[src/rtl/bgf_pkg.sv]
// Shared constants and the width-code decode for the glitch filter.
// Assumes a 3-bit code and widths no larger than 31 clocks.
package bgf_pkg;
    localparam int CODE_W   = 3;
    localparam int CNT_W    = 5;
    localparam int N_LINES  = 2;
    localparam int LINE_SCL = 0;
    localparam int LINE_SDA = 1;

    typedef logic [CNT_W-1:0]  width_t;
    typedef logic [CODE_W-1:0] code_t;

    // Map a width code to a suppression width in system clocks (0 = bypass).
    function automatic width_t code_to_width(input code_t code);
        width_t w;
        case (code)
            3'd0:    w = width_t'(0);
            3'd1:    w = width_t'(1);
            3'd2:    w = width_t'(2);
            3'd3:    w = width_t'(3);
            3'd4:    w = width_t'(4);
            3'd5:    w = width_t'(8);
            3'd6:    w = width_t'(16);
            default: w = width_t'(31);
        endcase
        return w;
    endfunction
endpackage

[src/rtl/bgf_sync.sv]
// Multi-flop synchroniser for one asynchronous line.
// Assumes the input is a slow level signal; the reset value is the bus idle level.
module bgf_sync #(
    parameter int   STAGES  = 2,
    parameter logic RST_VAL = 1'b1
) (
    input  logic clk,
    input  logic rst_n,
    input  logic d,
    output logic q
);
    logic [STAGES-1:0] chain;

    // Shift the raw level through the flop chain.
    always_ff @(posedge clk) begin
        if (!rst_n) begin
            chain <= {STAGES{RST_VAL}};
        end else begin
            chain <= {chain[STAGES-2:0], d};
        end
    end

    assign q = chain[STAGES-1];
endmodule

[src/rtl/bgf_width_map.sv]
// Decodes the enable and width code into a width and a bypass flag.
// Assumes the configuration is static or changes only rarely.
module bgf_width_map
    import bgf_pkg::*;
(
    input  logic   en,
    input  code_t  code,
    output width_t width,
    output logic   bypass
);
    // Combine the enable with the decoded width.
    always_comb begin
        width  = code_to_width(code);
        bypass = !en || (width == width_t'(0));
    end
endmodule

[src/rtl/bgf_line_filter.sv]
// Stability filter for one synchronised line: a new level is taken once it has
// differed from the held level on 'width' consecutive edges.
// Assumes 'width' is nonzero whenever 'bypass' is low.
module bgf_line_filter #(
    parameter int CNT_W = 5
) (
    input  logic             clk,
    input  logic             rst_n,
    input  logic             bypass,
    input  logic [CNT_W-1:0] width,
    input  logic             sync_in,
    output logic             line_out,
    output logic [CNT_W-1:0] run_cnt
);
    localparam int EXT_W = CNT_W + 1;

    logic             held_q;
    logic [CNT_W-1:0] cnt_q;
    logic [EXT_W-1:0] cnt_inc;
    logic             run_done;

    // Length of the current run including this edge, compared against the width.
    always_comb begin
        cnt_inc  = EXT_W'(cnt_q) + EXT_W'(1);
        run_done = cnt_inc >= EXT_W'(width);
    end

    // Track the held level and the length of the current disagreeing run.
    always_ff @(posedge clk) begin
        if (!rst_n) begin
            held_q <= 1'b1;
            cnt_q  <= '0;
        end else if (bypass) begin
            held_q <= sync_in;
            cnt_q  <= '0;
        end else if (sync_in == held_q) begin
            cnt_q  <= '0;
        end else if (run_done) begin
            held_q <= sync_in;
            cnt_q  <= '0;
        end else begin
            cnt_q  <= cnt_inc[CNT_W-1:0];
        end
    end

    // In bypass the synchronised level goes straight out.
    assign line_out = bypass ? sync_in : held_q;
    assign run_cnt  = cnt_q;
endmodule

[src/rtl/bus_glitch_filter.sv]
// Glitch suppression for the clock and data lines of an I2C controller.
// Assumes raw lines are asynchronous to clk; both lines share one width setting.
module bus_glitch_filter
    import bgf_pkg::*;
(
    input  logic       clk,
    input  logic       rst_n,
    input  logic       filt_en,
    input  logic [2:0] filt_code,
    input  logic       scl_raw,
    input  logic       sda_raw,
    output logic       scl_filt,
    output logic       sda_filt
);
    logic [N_LINES-1:0] raw_vec;
    logic [N_LINES-1:0] sync_vec;
    logic [N_LINES-1:0] filt_vec;
    logic [CNT_W-1:0]   cnt_vec [N_LINES];
    width_t             width;
    logic               bypass;

    assign raw_vec[LINE_SCL] = scl_raw;
    assign raw_vec[LINE_SDA] = sda_raw;

    bgf_width_map u_map (
        .en     (filt_en),
        .code   (filt_code),
        .width  (width),
        .bypass (bypass)
    );

    for (genvar i = 0; i < N_LINES; i++) begin : g_line
        bgf_sync #(.STAGES(2), .RST_VAL(1'b1)) u_sync (
            .clk   (clk),
            .rst_n (rst_n),
            .d     (raw_vec[i]),
            .q     (sync_vec[i])
        );

        bgf_line_filter #(.CNT_W(CNT_W)) u_filt (
            .clk      (clk),
            .rst_n    (rst_n),
            .bypass   (bypass),
            .width    (width),
            .sync_in  (sync_vec[i]),
            .line_out (filt_vec[i]),
            .run_cnt  (cnt_vec[i])
        );
    end

    assign scl_filt = filt_vec[LINE_SCL];
    assign sda_filt = filt_vec[LINE_SDA];
endmodule

[config.mk]
export PLATFORM = sky130hd
export DESIGN_NAME = bus_glitch_filter
export DESIGN_NICKNAME = d
export VERILOG_FILES = /design/src/rtl/bgf_pkg.sv /design/src/rtl/bgf_sync.sv /design/src/rtl/bgf_width_map.sv /design/src/rtl/bgf_line_filter.sv /design/src/rtl/bus_glitch_filter.sv
export SDC_FILE = /design/constraint.sdc
export NUM_CORES = 1
export LEC_CHECK = 0
export ABC_AREA = 1
export BUFFER_PORTS_ARGS = -buffer_cell sky130_fd_sc_hd__buf_2
export CAP_MARGIN = 25
export CORE_MARGIN = 5
export CORE_UTILIZATION = 60
export CTS_BUF_LIST = sky130_fd_sc_hd__clkbuf_4 sky130_fd_sc_hd__clkbuf_8
export DETAILED_ROUTE_END_ITERATION = 12
export PLACE_DENSITY = 0.84
export SLEW_MARGIN = 20
export SYNTH_ARGS = -nofsm -noshare
export SYNTH_HDL_FRONTEND = slang
export SYNTH_SLANG_ARGS = --single-unit
export TNS_END_PERCENT = 10
[constraint.sdc]
create_clock -name clk -period 2.2 [get_ports clk]
set_clock_uncertainty 0.2 [all_clocks]
set_input_delay 0.22 -clock clk [delete_from_list [all_inputs] [get_ports clk]]
set_output_delay 0.22 -clock clk [all_outputs]
set_load 0.02 [all_outputs]
; ---- Word-level counts from Yosys, hierarchy flattened
; Cells that the tools add are included.
[totals]
reg_bits = 16
wordCells = 40
out_inout_bits = 2
[op_classes]
reduce_logical = 10
muxes = 9
n_bitwise = 1
magnitude_cmp = 2
eq_ne = 10
add_sub_neg = 2
[ops]
columns = operator, n
row1 = $pmux 5 s7, 1
row2 = $add 5x1->6 const B, 2
row3 = $ge 6x5->1, 2
row4 = $eq 3x3->1 const B, 3
row5 = $mux 1, 8
row6 = $reduce_or 4->1, 2
row7 = $eq 3x2->1 const B, 2
row8 = $logic_not 5->1, 1
row9 = $reduce_and 2->1, 2
row10 = $reduce_bool 2->1, 2
row11 = $eq 3x1->1 const B, 1
row12 = $logic_not 3->1, 1
row13 = $eq 1x1->1, 2
row14 = $ne 2x1->1 const B, 1
row15 = $ne 2x2->1 const B, 1
row16 = $logic_not 1->1, 1
row17 = $logic_or 1x1->1, 1
row18 = $not 1->1, 1

; ---- Longest topological paths before layout
[logic_depth]
word_depth = 6
depth_mapped = 13
mapped_depth_nobuf = 13

; ---- Cells and area by module
; A second synthesis with hierarchy kept.
[unflattened]
hier_cells = 137
hier_area_um2 = 991.0
[by_module_without_submodules]
columns = mod, area_each_um2, seq_area_each_um2, cells_per_inst, n_inst
row1 = bgf_line_filter, 410.4, 120.1, 55, 2
row2 = bgf_sync, 55.1, 40.0, 6, 2
row3 = bgf_width_map, 60.1, 0.0, 15, 1

; ---- Worst setup path before layout
; No wires, ideal clock.
[synth_timing]
kind = register to register
startpoint = register g_line[0].u_filt.cnt_q[0]
endpoint = register g_line[0].u_filt.held_q
slack_ns = 0.223
arrival_time_ns = 1.657
n_path_buf = 0
stages_incl_launch_ff = 14
period_less_slack_ns = 1.977
required_ns = 1.880
setup_time_ns = 0.120
path_cell_list = dfxtp_1 > ha_1 > nand2_1 > inv_1 > nand2_1 > xor2_1 > inv_1 > ha_1 > o21ai_1 > nor2_1 > a21oi_4 > nand3_1 > nand2_1 > nand3_1
[synth_between]
elab_chain_len = 4
[synth_rtl]
columns = item, line_no
row1 = start: declaration, bgf_line_filter.sv:18  ; logic [CNT_W-1:0] cnt_q;
row2 = start signal: assignment, bgf_line_filter.sv:42  ; cnt_q <= cnt_inc[CNT_W-1:0];
row3 = $add 5x1->6, bgf_line_filter.sv:24  ; cnt_inc = EXT_W'(cnt_q) + EXT_W'(1);
row4 = via g_line[0].u_filt.cnt_inc[4], bgf_line_filter.sv:19  ; logic [EXT_W-1:0] cnt_inc;
row5 = $ge 6x5->1, bgf_line_filter.sv:25  ; run_done = cnt_inc >= EXT_W'(width);
row6 = $reduce_bool 2->1 (no source line), --
row7 = $reduce_and 2->1 (no source line), --
row8 = end signal: assignment, bgf_line_filter.sv:34  ; held_q <= sync_in;
row9 = end signal: assignment, bgf_line_filter.sv:39  ; held_q <= sync_in;
row10 = end: declaration, bgf_line_filter.sv:17  ; logic held_q;
; The timed path passes the listed nets, and every way through them passes these cells.
; A chain may end at the register's enable or synchronous reset.

; ---- Final worst setup path
[layout_timing]
startpoint = register g_line[1].u_filt.cnt_q[0]
endpoint = register g_line[1].u_filt.held_q
[layout_between]
elab_chain_len = 4
[layout_rtl]
columns = item, line_no
row1 = start: declaration, bgf_line_filter.sv:18
row2 = start signal: assignment, bgf_line_filter.sv:42
row3 = $add 5x1->6, bgf_line_filter.sv:24
row4 = via g_line[1].u_filt.cnt_inc[4], bgf_line_filter.sv:19
row5 = $ge 6x5->1, bgf_line_filter.sv:25
row6 = $reduce_bool 2->1 (no source line), --
row7 = $reduce_and 2->1 (no source line), --
row8 = end signal: assignment, bgf_line_filter.sv:34
row9 = end signal: assignment, bgf_line_filter.sv:39
row10 = end: declaration, bgf_line_filter.sv:17
; The timed path passes the listed nets, and every way through them passes these cells.

==> impl_metrics.yaml <==
run_status:
  status: "finished clean"
clock_network:
  cts_buffers: 3
  root_buffer: "clkbuf_4"
  clock_sinks: 16
  clockBufferDepth: 2
  h-tree-depth: 1
  clkTransAtPathRegs_ns: 0.09
  cts_tree: "built"
  clkLatencyLatePin_ns: 0.29
power:
  p_leak_nw: 0.6182
  p_sw_uw: 164.0
  power.density_nw_per_um2: 467.3
  clkPwrFrac: 0.276
  p_int_uw: 406.7
  combPwrFrac: 0.193
  p_total_uw: 570.6
  ir_drop_mv: 0.3938
  sw_frac_of_total: 0.2873
  p_seq_frac: 0.531
place:
  place.detailed.hpwl_um: 1581
  gp_congestion: 0.7829
  portBuffers: 9
routing:
  via_per_inst: 5.072
  met3_length_um: 70
  wl_met1_um: 917
  vias: 918
  finalWirelength_um: 2147
  postRouteAntennaNets: 0
  drt-initial-drc-count: 17
  topRoutingLayerUsed: "met4"
  avgRoutedWirePerCell_um: 11.86
  wl_met2_um: 1111
  dr.pass1.iters: 4
  drc_errors: 0
timing:
  fin_crit_ns: 2.095
  hold_ws_ns: 0.2059
  slew_headroom: 0.8274
  setup_viol: 0
  tightest_slew_ns: 0.2584
  grt_setup_unrepaired: "true"
  hold_viol_final: 0
  drv_slew: 0
  post-route-period-util: 0.9521
  fmax_mhz: 477.4
worst_setup_path:
  r2r_cells: 11
  r2r-end: "g_line[1].u_filt.held_q"
  endpoint_kind: "register"
  timing.critical_path.mode_cell: "nand3_1"
  r2r_slack_ns: 0.11
  r2r-start: "g_line[1].u_filt.run_cnt[0]"
  cp_cell_sequence: "ha_1 -> nand3_1 -> xor2_1 -> inv_1 -> ha_1 -> o21ai_1 -> nor2_1 -> a21oi_4 -> nand3_1 -> nand2_1 -> nand3_1"
  critPathMaxFanout: 4
  max_stage_delay_ns: 0.35
  worst_path_max_delay_cell: "dfxtp_2"
  required_ns: 2.19
  arrival_ns: 2.08
  crit_path_start_kind: "register"
  critical_path_class: "register to register"
global_routing:
  gr-usage-all-layers: 0.1804
  grt_pass1_wl_um: 3643
  grt_max_degree: 9
  antenna_found_initial: 0
  grt_overflow: 0
  grt_pass1_vias: 932
synthesis:
  ys_seq_area_frac: 0.3107
  synth_fa_ha_area_frac: 0.1214
  syn_area_sq_um: 1031
  synth_cell_types: 18
  avgSynthCellArea_sq_um: 6.966
  synth_top_family_by_area: "simple AND/OR/NAND/NOR gates"
  syn_nets: 166
  yosys.area_share.xor_xnor: 0.05097
  yosys.area_share.simple: 0.3313
  synth-compound-area-share: 0.06917
  yosys_warnings: 0
  muxShareOfSynthArea: 0
  syn-instance-count: 148
  ys_ff_latch: 16
cells_and_area:
  fillers: 140
  syn2layout_area_growth_pct: 18.45
  final_layout_size_suffix_gt1_frac: 0.2073
  nets: 184
  diodes: 0
worst_hold_path:
  hold_path_depth: 6
  worstHoldEndpoint: "g_line[0].u_filt.held_q"
  hp-class: "input port to register"
  hp-start: "filt_en"
floorplan:
  die_x_um: 51.45
  core_area_sq_um: 1670
  dieArea_sq_um: 2647
  rows: 15
  start_util: 0.6172
  io_pins: 10
  chipHeight_um: 51.45
job:
  max-cap-violations: 0
cells in the mapped netlist, drive strengths merged:
| library cell | number | area share |
|---|---|---|
| buf | 1 | 0.011 |
| nand3 | 15 | 0.087 |
| a21oi | 3 | 0.036 |
| o21bai | 2 | 0.015 |
| inv | 29 | 0.11 |
| ha | 10 | 0.12 |
| xor2 | 4 | 0.034 |
| xnor2 | 2 | 0.017 |
| o21ai | 3 | 0.018 |
| nand2 | 47 | 0.18 |
| nand4 | 2 | 0.012 |
| nor2 | 14 | 0.051 |
| dfxtp | 16 | 0.31 |
worst max path at each step:
stage,start,endpoint,slack (ns),cells after the start
global placement,g_line[0].u_filt.run_cnt[0],g_line[0].u_filt.held_q,0.16,13
CTS,g_line[0].u_filt.run_cnt[0],g_line[0].u_filt.run_cnt[3],0.03,12
finish,g_line[1].u_filt.run_cnt[0],g_line[1].u_filt.held_q,0.11,11
floorplan,g_line[0].u_filt.run_cnt[0],g_line[0].u_filt.held_q,0.22,13
detailed placement,g_line[0].u_filt.run_cnt[0],g_line[0].u_filt.held_q,0.09,13
global route,g_line[1].u_filt.run_cnt[0],g_line[1].u_filt.held_q,-0.008,11
power by group through the flow:
stage               registers [mW]  clock network (mW)  logic, mW
floorplan                    0.309                   0     0.0725
detailed placement           0.310                   0     0.0960
CTS                          0.303               0.158      0.103
finish                       0.303               0.158      0.110
global placement             0.309                   0     0.0911
global route                 0.304               0.176      0.125
routing by layer:
layer | vias to the layer above | track usage
met1 | 406 | 0.1996
met4 | 0 | 0.09170
met5 | - | 0
met3 | 7 | 0.02624
met2 | 17 | 0.3284
li1 | 488 | -
worst max-delay path, delay by kind of cell (launching register included):
family | cells | cell delay, ns
xor gates and xnor gates | 1 | 0.19
DFF | 1 | 0.35
AOI/OAI and AO/OA | 2 | 0.29
adders and majority gates | 2 | 0.50
and+or+nand+nor | 5 | 0.41
buffers and inverters | 1 | 0.07
metrics by stage:
stage / std cells / setup slack (ns) / setup TNS [ns] / utilization / cell area [sq um]
2_1_floorplan: 148 / 0.2233 / 0 / - / 1031
3_3_place_gp: 173 / 0.1630 / 0 / 0.6502 / 1086
3_5_place_dp: 173 / 0.09044 / 0 / 0.6502 / 1086
4_1_cts: 181 / 0.02727 / 0 / 0.6936 / 1159
5_1_grt: 181 / -0.008078 / -0.01309 / 0.7311 / 1221
6_report: 181 / 0.1053 / 0 / 0.7311 / 1221
area by class of cell:
cell class	count	area (sq um)	share of cell area
tap	17	21.27	0.01742
multi-input combinational	102	646.9	0.5297
sequential	16	326.6	0.2674
clock buffer	3	22.52	0.01844
inverter	29	108.9	0.08914
timing repair buffer	14	95.09	0.07787
what timing repair did:
action | CTS | global route
buffers inserted | 0 | 0
hold endpoints to repair | 6 | 0
hold buffers | 5 | 0
resized for setup | 0 | 13
endpoints found under the setup margin | 0 | 12
cell usage in the layout, fill, tap and decap left out:
| master | n |
|---|---|
| a21oi_1 | 1 |
| a21oi_4 | 2 |
| buf_2 | 9 |
| clkbuf_4 | 3 |
| dfxtp_1 | 13 |
| dfxtp_2 | 2 |
| dfxtp_4 | 1 |
| dlygate4sd3_1 | 5 |
| ha_1 | 8 |
| ha_4 | 2 |
| inv_1 | 26 |
| inv_2 | 3 |
| nand2_1 | 42 |
| nand2_2 | 5 |
| nand3_1 | 12 |
| nand3_2 | 1 |
| nand3_4 | 2 |
| nand4_1 | 2 |
| nor2_1 | 13 |
| nor2_2 | 1 |
| o21ai_1 | 1 |
| o21ai_2 | 2 |
| o21bai_1 | 2 |
| xnor2_1 | 2 |
| xor2_1 | 3 |
| xor2_2 | 1 |
flip-flops by register name (all words and copies together), names as in the netlist:
name                   count
g_line.u_filt.held_q       2
g_line.u_filt.run_cnt     10
g_line.u_sync.chain        4
cells by family (layout without fill, tap and decap cells):
| logic type | count (synthesis) | in the layout |
|---|---|---|
| compound gates | 8 | 8 |
| xor+xnor | 6 | 6 |
| fa+ha+maj | 10 | 10 |
| buf+inv | 30 | 46 |
| flops | 16 | 16 |
| simple gates | 78 | 78 |
Note: power is estimated with default switching activity, not from simulation.
